$ cat config.mk
export PLATFORM = sky130hd
export DESIGN_NAME = rx_status_queue
export DESIGN_NICKNAME = d
export VERILOG_FILES = /design/src/rtl/rx_status_queue.sv
export SDC_FILE = /design/constraint.sdc
export NUM_CORES = 1
export LEC_CHECK = 0
export ABC_AREA = 1
export BUFFER_PORTS_ARGS = -buffer_cell sky130_fd_sc_hd__buf_2
export CORE_MARGIN = 10
export CORE_UTILIZATION = 25
export CTS_CLUSTER_DIAMETER = 30
export DETAILED_ROUTE_END_ITERATION = 8
export PLACE_DENSITY = 0.5
export SYNTH_ARGS = -nofsm -noshare
export SYNTH_HDL_FRONTEND = slang
export SYNTH_SLANG_ARGS = --single-unit
$ cat constraint.sdc
create_clock -name clk -period 3.4 [get_ports clk]
set_input_delay 0.68 -clock clk [delete_from_list [all_inputs] [get_ports clk]]
set_output_delay 0.68 -clock clk [all_outputs]
set_load 0.03 [all_outputs]
$ cat src/rtl/rx_status_queue.sv
module rx_status_queue #(
  parameter int DEPTH   = 8,
  parameter int CNT_W   = 11,
  parameter int MAX_LEN = 1514
) (
  input  logic             clk,
  input  logic             rst_n,
  input  logic             rx_reset,
  input  logic             pkt_start,
  input  logic             byte_valid,
  input  logic             pkt_end,
  input  logic [3:0]       err_code,
  input  logic             host_rd,
  input  logic             discard,
  output logic [CNT_W+4:0] status_word,
  output logic             receiving,
  output logic             status_ovr,
  output logic             rx_underrun,
  output logic             adapter_fail
);
  localparam int PW = (DEPTH > 1) ? $clog2(DEPTH) : 1;
  localparam int QW = $clog2(DEPTH + 1);
  localparam logic [CNT_W-1:0] SAT = {CNT_W{1'b1}};
  localparam logic [CNT_W-1:0] LIM = CNT_W'(MAX_LEN);

  logic [CNT_W+3:0] q [DEPTH];
  logic [PW-1:0]    wp, rp;
  logic [QW-1:0]    qc;
  logic [CNT_W-1:0] cur, rdc;

  wire full     = (qc == QW'(DEPTH));
  wire empty    = (qc == '0);
  wire start_ok = pkt_start && !full;
  wire push     = receiving && pkt_end;
  wire pop      = discard && !empty;

  wire [CNT_W-1:0] cnt_nx = (receiving && byte_valid && cur != SAT) ? cur + 1'b1 : cur;

  function automatic logic [3:0] norm(input logic [3:0] c);
    case (c)
      4'b1000, 4'b1011, 4'b1100, 4'b1101, 4'b1001, 4'b0010: norm = c;
      default: norm = 4'b0000;
    endcase
  endfunction

  wire [3:0] code_n   = norm(err_code);
  wire [3:0] code_fin = (cnt_nx > LIM && !code_n[3]) ? 4'b1001 : code_n;

  wire [CNT_W-1:0] top_cnt = q[rp][CNT_W-1:0];
  wire [CNT_W-1:0] limit   = empty ? cur : top_cnt;

  function automatic logic [PW-1:0] nxt(input logic [PW-1:0] p);
    nxt = (p == PW'(DEPTH - 1)) ? '0 : p + 1'b1;
  endfunction

  always_ff @(posedge clk or negedge rst_n) begin
    if (!rst_n) begin
      wp <= '0; rp <= '0; qc <= '0;
      cur <= '0; rdc <= '0;
      receiving <= 1'b0; rx_underrun <= 1'b0;
    end else if (rx_reset) begin
      wp <= '0; rp <= '0; qc <= '0;
      cur <= '0; rdc <= '0;
      receiving <= 1'b0; rx_underrun <= 1'b0;
    end else begin
      if (start_ok) begin
        receiving <= 1'b1;
        cur <= '0;
      end else if (push) begin
        receiving <= 1'b0;
        cur <= '0;
      end else begin
        cur <= cnt_nx;
      end
      if (push) wp <= nxt(wp);
      if (pop) rp <= nxt(rp);
      if (push && !pop) qc <= qc + 1'b1;
      else if (pop && !push) qc <= qc - 1'b1;
      if (pop) rdc <= '0;
      else if (host_rd && rdc < limit) rdc <= rdc + 1'b1;
      if (host_rd && !pop && rdc >= limit) rx_underrun <= 1'b1;
    end
  end

  always_ff @(posedge clk) begin
    if (push && !start_ok && !rx_reset) q[wp] <= {code_fin, cnt_nx};
  end

  assign status_word  = empty ? {1'b1, 4'b0000, cur} : {1'b0, q[rp]};
  assign status_ovr   = full;
  assign adapter_fail = rx_underrun;
endmodule


==> results.toml <==
[timing]
period_minus_slack_ps = 3080
slew_headroom_pct = 42.6
tns_ps = 0
slew_viol_final = 0
hold-worst-slack_ps = 368
setup_viol = 0
fin_crit_sh_pct = 90.7
tightestPinTransition_ps = 861
hold_viol_final = 0
fin_skew_ps = 9.20
fmax_mhz = 324

[logic_synthesis]
yosysWarnings = 0
syn-num-nets = 732
yosys.area_share.xor_xnor_pct = 0.723
yosysSeqAreaShare_pct = 61.3
yosysTopAreaCellShare_pct = 49.6
synth_compound_area_share_pct = 12.7
netlist_instances = 700
syn-cell-area_um2 = 7270
yosys.area.top_type = "edfxtp_1"
synth_cell_type_count = 42
synth_fa_ha_area_share_pct = 3.55
synthMuxAreaShare_pct = 0
synth-seq-cells = 154
synth_area_leaders = "edfxtp_1 (50%), dfrtp_1 (12%), o21ai_0 (6.3%)"
synth-simple-area-share_pct = 16.2
synth_top_flop_cell = "edfxtp_1"
synthArstFlopShare_pct = 22.1
synth_top_family_by_area = "simple AND/OR/NAND/NOR gates"
syn_area_per_cell_um2 = 10.4
synth_edf_count = 120

[worst_setup_path]
rr_startpoint = "rp[0]"
r2r_slack_ps = 320
critical_path.startpoint_type = "flip-flop"
critPathSlowestCell = "dfrtp_2"
crit_path_max_fanout = 42
crit_chain = "clkinvlp_4 > buf_12 > o21ai_0 > o221ai_1 > o211ai_1 > o21ai_1 > inv_1 > ha_1 > a21oi_1 > o21a_1 > nand2_1 > a31oi_1 > nand2_1 > buf_4 > nor2_1 > o21ai_0 > a21oi_1"
r2r-end = "rdc[10]"
max_stage_delay_ps = 430
cp.required_ps = 3740
path_class = "flip-flop to flip-flop"
critPathCaptureType = "flip-flop"
r2r_cells = 17
arrival_ps = 3420

[grt]
grt_max_degree = 43
antenna_found_initial = 0
grt_usage_pct = 10.6
overflow = 0
first_global_vias = 4945
grt_pass1_wl_mm = 29.3

[floorplan]
num_rows = 62
die-area_um2 = 36300
die_x_um = 190
core_um2 = 28700
initial_utilization_pct = 25.3
fp.dieH_um = 190
ios = 32

[routing]
vias_per_cell = 4.48
drt_iter0_drc = 378
num_vias = 5151
ant_nets = 0
drc = 0
avgRoutedWirePerCell_um = 16.2
drt_wl_total_mm = 18.7
firstDrtPassIters = 5

[power]
leakage_nw = 3.30
switchingPower_w = 0.00198
p_per_area_nw_per_um2 = 650
p_seq_share_pct = 37.8
pwr-share-comb_pct = 31.1
power.internal_w = 0.00362
peakVddDrop_v = 0.000361
pwr-share-clk_pct = 31.1
swShare_pct = 35.3

[clocking]
clkTransAtPathRegs_ps = 60
cts_root_buffer = "clkbuf_16"
holdBufCountCts = 0
htree_num_levels = 4
clock_latency_ps = 420
numCtsBuffers = 17
cts_sinks = 154
cts_tree = "built"
clockBufferDepth = 2

[placement]
dp.cells = 1117
gp_congestion = 0.845
port_buffers = 31
dp_hpwl_mm = 12.4
place_area_um2 = 8070

[finish]
drive_gt1_share_pct = 16.7
area_growth_pct = 18.5
final_cells = 1149
stdcell_area_um2 = 8610
diodes = 0
final_common_cell = "edfxtp_1"
mostFrequentLayoutCells = "edfxtp_1 (120), nor2_1 (104), o21ai_0 (87)"
final_nets = 784

[flow_run]
max-cap-violations = 0

[run_status]
status = "complete, no violations"

[min_path]
hp-class = "primary input to async pin"
-- per-stage QoR --
stage	power (W)	util, %	setup slack [ps]
final	0.00560	30.0	317
after global routing	0.00592	30.0	-3.25
after CTS	0.00564	30.0	145
after detailed placement	0.00390	28.1	222
after global placement	0.00389	28.1	259
after floorplan	0.00327	-	157
-- power by group through the flow --
stage	sequential, W	combinational (W)	clock (W)
floorplan	0.00215	0.00112	0
global placement	0.00215	0.00174	0
detailed placement	0.00215	0.00174	0
CTS	0.00211	0.00175	0.00178
global route	0.00212	0.00195	0.00186
finish	0.00212	0.00174	0.00174
-- worst max-delay path, delay by kind of cell, from the launching register on --
kind	cells	cell delay [ps]
buffers and inverters	4	620
DFF	1	430
adders and majority gates	1	330
and+or+nand+nor	3	290
AOI/OAI and AO/OA	9	1290
-- metal layers --
metal | global-route usage (%) | wire [um]
met1 | 14.8 | 9320
met2 | 15.9 | 8380
met3 | 2.25 | 755
met4 | 3.18 | 202
met5 | 0 | 0
-- Yosys cell counts (2+ instances only) --
master	instances
edfxtp_1	120
nor2_1	104
o21ai_0	91
nand2_1	75
inv_1	71
dfrtp_1	34
nand3_1	27
clkbuf_1	23
a21oi_1	19
ha_1	19
o221ai_1	17
nor3_1	15
o22ai_1	12
nand2_2	7
a31oi_1	6
o211ai_1	6
nand3_2	5
nand4_1	5
nor2_2	5
o21ai_1	5
xor2_1	5
inv_2	4
buf_4	2
clkinv_1	2
nor2_4	2
nor4_1	2
o21a_1	2
-- final cells by class --
type	count	area [um^2]
Fill cell	3012	20100
Sequential cell	154	4460
Multi-Input combinational cell	441	2440
Tap cell	384	480
Clock buffer	21	440
Timing Repair Buffer	60	398
Inverter	78	302
Clock inverter	11	97.6
-- how the worst max path moves through the flow --
stage	startpoint	slack (ps)	end
after floorplan	qc[1]	160	rdc[1]
after global placement	rp[0]	260	rdc[10]
after detailed placement	qc[1]	220	rdc[10]
after CTS	qc[1]	150	rdc[10]
after global routing	rp[0]	-3	rdc[10]
final	rp[0]	320	rdc[10]
-- cell families after synthesis --
kind of cell / count (synthesis)
DFF: 154
and+or+nand+nor: 255
xor gates and xnor gates: 6
buffers and inverters: 105
AOI/OAI and AO/OA: 160
adders and majority gates: 20
-- sequential cells by signal (all words and copies together), names as in the netlist --
register and count:
rdc 11, adapter_fail 1, q 120, wp 3
qc 4, cur 11, receiving 1, rp 3
-- timing repair --
action,CTS,global route
gates resized for setup,0,8
setup endpoints to repair,0,11
buffers inserted,0,0
No activity file was read; power rests on OpenSTA's default activity.
